$ cat config.mk
export PLATFORM = sky130hd
export DESIGN_NAME = predWbSeq
export DESIGN_NICKNAME = d
export VERILOG_FILES = /design/src/rtl/predWbPkg.sv /design/src/rtl/predWbCtrl.sv /design/src/rtl/predWbDatapath.sv /design/src/rtl/predWbSeq.sv
export SDC_FILE = /design/constraint.sdc
export NUM_CORES = 1
export LEC_CHECK = 0
export ABC_AREA = 1
export BUFFER_PORTS_ARGS = -buffer_cell sky130_fd_sc_hd__buf_2
export CAP_MARGIN = 20
export CORE_UTILIZATION = 44
export CTS_CLUSTER_SIZE = 8
export DETAILED_ROUTE_END_ITERATION = 10
export PLACE_DENSITY = 0.77
export SETUP_SLACK_MARGIN = 0.3
export SYNTH_ARGS = -nofsm -noshare
export SYNTH_HDL_FRONTEND = slang
export SYNTH_HIERARCHICAL = 1
export SYNTH_SLANG_ARGS = --single-unit
$ cat constraint.sdc
create_clock -name clk -period 2.1 [get_ports clk]
set_input_delay 0.105 -clock clk [delete_from_list [all_inputs] [get_ports clk]]
set_output_delay 0.105 -clock clk [all_outputs]
set_load 0.03 [all_outputs]
$ cat src/rtl/predWbPkg.sv
package predWbPkg;
  // Strobes from the sequencing control to the datapath
  typedef struct packed {
    logic load;    // capture configuration this cycle
    logic accept;  // result handshake completes this cycle
    logic finish;  // index has reached the vector length
  } seqStrobes_t;
endpackage

$ cat src/rtl/predWbCtrl.sv
module predWbCtrl
  import predWbPkg::*;
#(
  parameter int MAX_VL = 64,
  parameter int VL_W   = $clog2(MAX_VL + 1)
) (
  input  logic            clk,
  input  logic            rstN,
  input  logic            start,
  input  logic [VL_W-1:0] vecLen,
  input  logic            maskBit,
  input  logic            resValid,
  output seqStrobes_t     strobes,
  output logic [VL_W-1:0] idx,
  output logic            resReady,
  output logic            busy,
  output logic            done
);
  localparam logic [VL_W-1:0] VL_LIMIT = VL_W'(MAX_VL);

  logic            running;
  logic [VL_W-1:0] vlLat;
  logic [VL_W-1:0] vlIn;
  logic            atEnd;
  logic            wantRes;
  logic            skipNow;

  assign vlIn    = (vecLen > VL_LIMIT) ? VL_LIMIT : vecLen;
  assign atEnd   = running && (idx == vlLat);
  assign wantRes = running && !atEnd && maskBit;
  assign skipNow = running && !atEnd && !maskBit;

  assign strobes.load   = !running && start;
  assign strobes.accept = wantRes && resValid;
  assign strobes.finish = atEnd;

  assign resReady = wantRes;
  assign busy     = running;
  assign done     = atEnd;

  always_ff @(posedge clk) begin
    if (!rstN) begin
      running <= 1'b0;
      idx     <= '0;
      vlLat   <= '0;
    end else if (strobes.load) begin
      running <= 1'b1;
      idx     <= '0;
      vlLat   <= vlIn;
    end else if (atEnd) begin
      running <= 1'b0;
    end else if (skipNow || strobes.accept) begin
      idx <= idx + 1'b1;
    end
  end
endmodule

$ cat src/rtl/predWbDatapath.sv
module predWbDatapath
  import predWbPkg::*;
#(
  parameter int DATA_W = 64,
  parameter int MAX_VL = 64,
  parameter int VL_W   = $clog2(MAX_VL + 1),
  parameter int AW     = 7
) (
  input  logic              clk,
  input  logic              rstN,
  input  seqStrobes_t       strobes,
  input  logic [VL_W-1:0]   idx,
  input  logic [MAX_VL-1:0] predMask,
  input  logic              rcFlag,
  input  logic              rc1Mode,
  input  logic [2:0]        testSel,
  input  logic [AW-1:0]     crBase,
  input  logic [AW-1:0]     rtBase,
  input  logic [DATA_W-1:0] resData,
  input  logic              soIn,
  output logic              maskBit,
  output logic              crWrEn,
  output logic [AW-1:0]     crWrAddr,
  output logic [3:0]        crWrData,
  output logic              rfWrEn,
  output logic [AW-1:0]     rfWrAddr,
  output logic [DATA_W-1:0] rfWrData
);
  localparam int IDX_W = (MAX_VL > 1) ? $clog2(MAX_VL) : 1;
  localparam logic [VL_W-1:0] VL_LIMIT = VL_W'(MAX_VL);

  logic [MAX_VL-1:0] maskLat;
  logic              rcLat;
  logic              rc1Lat;
  logic [2:0]        selLat;
  logic [AW-1:0]     crBaseLat;
  logic [AW-1:0]     rtBaseLat;

  always_ff @(posedge clk) begin
    if (!rstN) begin
      maskLat   <= '0;
      rcLat     <= 1'b0;
      rc1Lat    <= 1'b0;
      selLat    <= '0;
      crBaseLat <= '0;
      rtBaseLat <= '0;
    end else if (strobes.load) begin
      maskLat   <= predMask;
      rcLat     <= rcFlag;
      rc1Lat    <= rc1Mode;
      selLat    <= testSel;
      crBaseLat <= crBase;
      rtBaseLat <= rtBase;
    end
  end

  // Predicate bit of the current element
  always_comb begin
    maskBit = 1'b0;
    if (!strobes.finish && (idx < VL_LIMIT))
      maskBit = maskLat[idx[IDX_W-1:0]];
  end

  // Condition field from the signed result
  logic isNeg, isZero, isPos;
  logic [3:0] condField;
  assign isNeg     = resData[DATA_W-1];
  assign isZero    = (resData == '0);
  assign isPos     = !isNeg && !isZero;
  assign condField = {isNeg, isPos, isZero, soIn};

  // Branch-style test of one condition bit
  logic pickedBit;
  always_comb begin
    case (selLat[2:1])
      2'd0:    pickedBit = condField[3];
      2'd1:    pickedBit = condField[2];
      2'd2:    pickedBit = condField[1];
      default: pickedBit = condField[0];
    endcase
  end

  logic testPass;
  assign testPass = (pickedBit == selLat[0]);

  assign crWrEn   = strobes.accept && (rcLat || rc1Lat);
  assign crWrAddr = crBaseLat + AW'(idx);
  assign crWrData = condField;

  assign rfWrEn   = strobes.accept && !rc1Lat && testPass;
  assign rfWrAddr = rtBaseLat + AW'(idx);
  assign rfWrData = resData;
endmodule

$ cat src/rtl/predWbSeq.sv
module predWbSeq
  import predWbPkg::*;
#(
  parameter int DATA_W = 64,
  parameter int MAX_VL = 64,
  parameter int VL_W   = $clog2(MAX_VL + 1),
  parameter int AW     = 7
) (
  input  logic              clk,
  input  logic              rstN,
  input  logic              start,
  input  logic [VL_W-1:0]   vecLen,
  input  logic [MAX_VL-1:0] predMask,
  input  logic              rcFlag,
  input  logic              rc1Mode,
  input  logic [2:0]        testSel,
  input  logic [AW-1:0]     crBase,
  input  logic [AW-1:0]     rtBase,
  input  logic              resValid,
  input  logic [DATA_W-1:0] resData,
  input  logic              soIn,
  output logic              resReady,
  output logic              crWrEn,
  output logic [AW-1:0]     crWrAddr,
  output logic [3:0]        crWrData,
  output logic              rfWrEn,
  output logic [AW-1:0]     rfWrAddr,
  output logic [DATA_W-1:0] rfWrData,
  output logic              busy,
  output logic              done
);
  seqStrobes_t     strobes;
  logic [VL_W-1:0] idx;
  logic            maskBit;

  predWbCtrl #(.MAX_VL(MAX_VL), .VL_W(VL_W)) ctrl (
    .clk(clk), .rstN(rstN), .start(start), .vecLen(vecLen),
    .maskBit(maskBit), .resValid(resValid), .strobes(strobes),
    .idx(idx), .resReady(resReady), .busy(busy), .done(done)
  );

  predWbDatapath #(.DATA_W(DATA_W), .MAX_VL(MAX_VL), .VL_W(VL_W), .AW(AW)) dp (
    .clk(clk), .rstN(rstN), .strobes(strobes), .idx(idx),
    .predMask(predMask), .rcFlag(rcFlag), .rc1Mode(rc1Mode),
    .testSel(testSel), .crBase(crBase), .rtBase(rtBase),
    .resData(resData), .soIn(soIn), .maskBit(maskBit),
    .crWrEn(crWrEn), .crWrAddr(crWrAddr), .crWrData(crWrData),
    .rfWrEn(rfWrEn), .rfWrAddr(rfWrAddr), .rfWrData(rfWrData)
  );
endmodule

==> results of run 1 <==
## repair_timing
action	4_1_cts	5_1_grt
pin swaps	34	8
hold endpoints to repair	47	0
hold buffers	47	0
endpoints found under the setup margin	23	23
buffers inserted	15	0
cloned	6	0
gates resized for setup	70	24
## sequential cells by signal (all words and copies together) (netlist names)
register      cells
dp/selLat         3
dp/rc1Lat         1
ctrl/vlLat        7
dp/rtBaseLat      7
dp/crBaseLat      7
ctrl/busy         1
ctrl/idx          7
dp/rcLat          1
dp/maskLat       64
## metrics by stage
| stage | TNS [ns] | instances |
|---|---|---|
| 2_1_floorplan | 0 | 839 |
| 3_3_place_gp | -0.733 | 1184 |
| 4_1_cts | -2.67 | 1267 |
| 5_1_grt | -6.04 | 1267 |
| 6_report | -4.12 | 1267 |
| 3_5_place_dp | -1.08 | 1184 |
## area by class of cell
cell class	count	area, um2
sequential	98	1990
fill	1050	4460
timing repair inverter	2	17.5
clock buffer	10	229
clock inverter	5	33.8
tap	172	215
timing repair buffer	347	2410
inverter	43	184
multi-input combinational	590	3080
## placed cells by master, fill, tap and decap left out, types with 17 or more instances in the layout
master / instances
buf_2: 229
nor2_1: 219
nand2_1: 125
dfxtp_1: 91
o21ai_0: 90
dlygate4sd3_1: 47
buf_4: 41
nand3_1: 34
inv_1: 32
a21oi_1: 17
buf_6: 17
nand3_2: 17
## kinds of logic after synthesis
family          count (synthesis)  synth area share
simple gates                  428             0.310
buf+inv                       151             0.162
compound gates                129             0.119
flops                          98             0.346
xor+xnor                       18            0.0278
fa+ha+maj                      15            0.0357
## worst paths after layout
check	start	endpoint	slack, ns
max	ctrl/idx[1]$_SDFFE_PP0P_	rfWrEn	-0.54
min	predMask[7]	dp/maskLat[7]$_SDFFE_PN0P_	-0.0005
max reg2reg	ctrl/idx[1]$_SDFFE_PP0P_	ctrl/idx[1]$_SDFFE_PP0P_	-0.20
min reg2reg	dp/maskLat[56]$_SDFFE_PN0P_	dp/maskLat[56]$_SDFFE_PN0P_	0.50
## worst min-delay path, cell delays in order
cell and delay [ns]:
buf_2 0.07, nor2_1 0.03, nor2_1 0.09
## routing by layer
layer,vias up,GRT usage,share of wire
met5,-,0,0
met4,0,0.139,0.038
met3,48,0.0382,0.059
met2,290,0.477,0.49
met1,2867,0.323,0.41
li1,3117,-,-
## report_power, final
| part | leakage [nW] | switching, mW | internal (mW) |
|---|---|---|---|
| Combinational | 2.95 | 0.754 | 0.515 |
| Clock | 0.124 | 0.708 | 0.795 |
| Sequential | 0.816 | 0.0924 | 2.00 |
==> impl_metrics.yaml, run 1 <==
status:
  status: "complete, but fails checks"
  violations: "hold timing, setup timing"
detailed_routing:
  vias: 6322
  first_pass_iters: 5
  ant_nets: 0
  vias_per_cell: 4.99
  drc: 0
  drt_iter0_drc: 424
  wl_per_cell_um: 14.6
  wirelength_um: 18500
cells_and_area:
  area_delta_synth_final_pct: 43.8
  utilization: 0.646
  drive_gt1_frac: 0.365
  final_nets: 1265
  antenna_cells: 0
  final_area_um2: 8160
placed_design:
  place.port_buffers: 245
  gp_congestion: 0.837
  dpl_cell_area_um2: 6800
  post-place-ws_ns: -0.265
  place_hpwl_um: 11900
pwr:
  leakagePower_nw: 3.89
  peakVddDrop_v: 0.000564
  power.total_mw: 4.87
  power_density_nw_per_um2: 597
floorplanning:
  die_h_um: 116
  fp.coreArea_um2: 12600
  ioPinCount: 246
  initial_core_util: 0.450
  die_w_um: 116
  rows: 41
  die_area_um2: 13400
synth:
  syn-num-nets: 1013
  yosys-top-cells-area: "dfxtp_1, nor2_1, buf_4"
  synth_area_um2: 5670
  yosysTopAreaCellShare: 0.346
  async_reset_ff_frac: 0
  synth-main-ff-cell: "dfxtp_1"
  synth_cell_types: 34
  syn_inst: 839
  yosysMostFrequentCell: "nor2_1"
  yosys_warnings: 6
  synth-seq-cells: 98
  synth-edff-count: 0
  yosysTopAreaCell: "dfxtp_1"
  syn_avg_cell_area_um2: 6.76
  ys_seq_area_frac: 0.346
  synthTopCellsByCount: "nor2_1, nand2_1, dfxtp_1"
timing:
  max_freq_mhz: 379
  finalClockSkew_ns: 0.0115
  fin_hold_ws_ns: -0.000535
  fin_ws_ns: -0.535
  maxSlewViolCount: 0
  period_needed_ns: 2.64
  rsz0062_at_grt: "yes"
  tightest_slew_ns: 0.723
  min_period_over_period: 1.25
  relSlewSlack: 0.518
  finalHoldViolations: 1
  setup_violations: 21
setup_path:
  path_depth: 17
  cpMaxStageDelayCell: "dfxtp_4"
  start_kind: "register"
  path_max_fanout: 5
  path_cells: "clkinvlp_4 > buf_12 > buf_16 > nand3_2 > nand3_2 > nand2_2 > nand2_2 > nand3_2 > nand3b_1 > a21oi_4 > inv_2 > nor3_4 > inv_2 > nor2_2 > nand2_2 > nor2_4 > buf_6"
  setup.worst_path.end_class: "primary output"
  arrival_ns: 2.53
  critPathMaxStageDelay_ns: 0.38
  cp.required_ns: 2.00
  crit_buf_inv: 6
  reg2reg_depth: 15
  critical_path.top_delay_family: "simple AND/OR/NAND/NOR gates"
  crit_type: "reg2out"
cts:
  clk_pin_slew_ns: 0.07
  cts_tree: "done"
  insertion_delay_ns: 0.35
  clock_sinks: 98
  cts_root_buffer: "clkbuf_16"
  cts.path.max_buffers: 2
  h-tree-depth: 3
  cts_buffers: 9
min_path:
  hold_depth: 3
  hp-class: "in2reg"
grt:
  grt_pass1_wl_um: 27800
  grt_start_max_net_pins: 84
  overflow: 0
  grt_pass1_vias: 5846
  globalRouteTotalUtil: 0.272
  antenna_found_initial: 0
job:
  maxCapViolCount: 0
No activity file was read; power rests on OpenSTA's default activity.
==> run 2: changes to the inputs <==
--- a/config.mk
+++ b/config.mk
@@ -11,6 +11,7 @@
 export CORE_UTILIZATION = 44
 export CTS_CLUSTER_SIZE = 8
 export DETAILED_ROUTE_END_ITERATION = 10
+export GPL_TIMING_DRIVEN = 0
 export PLACE_DENSITY = 0.77
 export SETUP_SLACK_MARGIN = 0.3
 export SYNTH_ARGS = -nofsm -noshare
==> run 2 against run 1 <==
The flow still finishes with violations (hold timing, setup timing). Non-clock buffer count grew 87. Die area is the same. Final area grew 7.6%. Clock-buffer cell count grew 2. Sequential power is essentially flat. Utilization grew 4.9 points. Combinational power grew 13%. Register-to-register slack is essentially flat. Clock skew is essentially flat. Critical path depth grew 1. First-iteration DRC count grew 0.94%. Sequential share of layout area shrank 1.7 points. Critical path type unchanged. Critical endpoint unchanged.
==> impl_metrics.yaml, run 2 (synthesis gave the netlist of run 1 again) <==
cells_and_area:
  utilization: 0.695
  drive_gt1_frac: 0.407
  fill_cells: 1000
  regArea_um2: 1990
  multiInputGateArea_um2: 3130
  final_nets: 1350
  largest_reg_flops: 64
  top_register: "dp/maskLat"
  area_delta_synth_final_pct: 54.7
  final_cell_mix: "buf_2, nor2_1, nand2_1"
  antenna_cells: 0
  final_common_cell: "buf_2"
status:
  violations: "hold timing, setup timing"
  status: "complete, but fails checks"
cts:
  insertion_delay_ns: 0.35
  h-tree-depth: 3
  clk_pin_slew_ns: 0.07
  cts_buffers: 9
  clock_sinks: 98
  cts_root_buffer: "clkbuf_16"
  cts_tree: "done"
  cts.path.max_buffers: 2
detailed_routing:
  wirelength_um: 20400
  ant_nets: 0
  drc: 0
  first_pass_iters: 5
  vias_per_cell: 4.99
  drt_iter0_drc: 428
  wl_per_cell_um: 15.1
  vias: 6754
floorplanning:
  fp.coreArea_um2: 12600
  die_w_um: 116
  die_area_um2: 13400
  rows: 41
  ioPinCount: 246
  die_h_um: 116
  initial_core_util: 0.450
timing:
  maxSlewViolCount: 0
  finalClockSkew_ns: 0.0116
  rsz0062_at_grt: "yes"
  fin_ws_ns: -0.655
  relSlewSlack: 0.535
  fin_tns_setup_ns: -4.75
  fin_hold_ws_ns: -0.00855
  finalHoldViolations: 2
  tightest_slew_ns: 0.698
  max_freq_mhz: 363
  setup_violations: 18
  period_needed_ns: 2.75
  min_period_over_period: 1.31
setup_path:
  r2r_setup_slack_ns: -0.20
  r2r-start: "ctrl/idx[0]$_SDFFE_PP0P_"
  path_max_fanout: 6
  timing.critical_path.from: "ctrl/idx[0]$_SDFFE_PP0P_"
  crit_type: "reg2out"
  cp.required_ns: 2.00
  start_kind: "register"
  setup.worst_path.end_class: "primary output"
  arrival_ns: 2.65
grt:
  grt_start_max_net_pins: 18
  grt_pass1_vias: 6214
  overflow: 0
  antenna_found_initial: 0
  globalRouteTotalUtil: 0.294
  grt_pass1_wl_um: 30000
placed_design:
  place.port_buffers: 245
  place_hpwl_um: 13100
  gp_congestion: 0.843
  post-place-ws_ns: -0.453
pwr:
  power_density_nw_per_um2: 595
  leakagePower_nw: 4.25
  peakVddDrop_v: 0.000478
min_path:
  hp-class: "in2reg"
  hold_path_startpoint: "predMask[29]"
job:
  maxCapViolCount: 0
-- run 2: area by class of cell --
cell class / count / area share
plain buffers: 108 / 0.0934
clock buffers: 12 / 0.0317
clock inverters: 4 / 0.00428
inverters: 43 / 0.0208
multi-input cells: 590 / 0.357
flip-flops and latches: 98 / 0.227
well taps: 172 / 0.0245
repair buffers: 326 / 0.242
-- run 2: per-layer routing --
| metal | GRT usage | part of all wire |
|---|---|---|
| met4 | 0.139 | 0.049 |
| met1 | 0.344 | 0.38 |
| met3 | 0.0591 | 0.083 |
| met2 | 0.515 | 0.48 |
| met5 | 0 | 0 |
-- run 2: repair_timing --
action	in CTS	in global routing
pin swaps	19	30
setup buffers	18	11
hold buffers	49	0
gates cloned	2	1
resized for setup	75	63
endpoints found under the hold margin	49	0
endpoints found under the setup margin	105	98
-- run 2: critical path: stages, from the launching register on --
cell      delay [ns]
dfxtp_4         0.37
buf_8           0.15
buf_6           0.13
buf_6           0.12
nand2_2         0.05
nand3_1         0.08
nand3_1         0.10
nand2_1         0.10
nand2_1         0.05
nand3_1         0.07
nand3b_1        0.13
a21oi_4         0.22
inv_2           0.06
nor3_2          0.16
inv_1           0.10
nor2_2          0.13
nand2_2         0.07
nor2_4          0.08
buf_6           0.14
-- run 2: final timing paths --
path | end | depth (start not counted)
worst max-delay path | rfWrEn | 18
worst min-delay path | dp/maskLat[29]$_SDFFE_PN0P_ | 3
worst max register to register | ctrl/idx[5]$_SDFFE_PP0P_ | 15
worst min register to register | ctrl/vlLat[1]$_SDFFE_PN0P_ | 2
-- run 2: stage by stage --
step	total power [mW]	cells	instance area, um2
after global routing	5.46	1353	8770
after CTS	5.12	1341	8460
after floorplan	2.88	839	5780
after global placement	3.27	1256	7220
final	5.22	1353	8770
after detailed placement	3.29	1256	7220
-- run 2: power by group --
| group | switching (mW) | internal, mW | leakage (nW) |
|---|---|---|---|
| Clock | 0.740 | 0.960 | 0.157 |
| Combinational | 0.805 | 0.632 | 3.28 |
| Sequential | 0.0837 | 2.00 | 0.816 |
| Total | 1.63 | 3.59 | 4.25 |
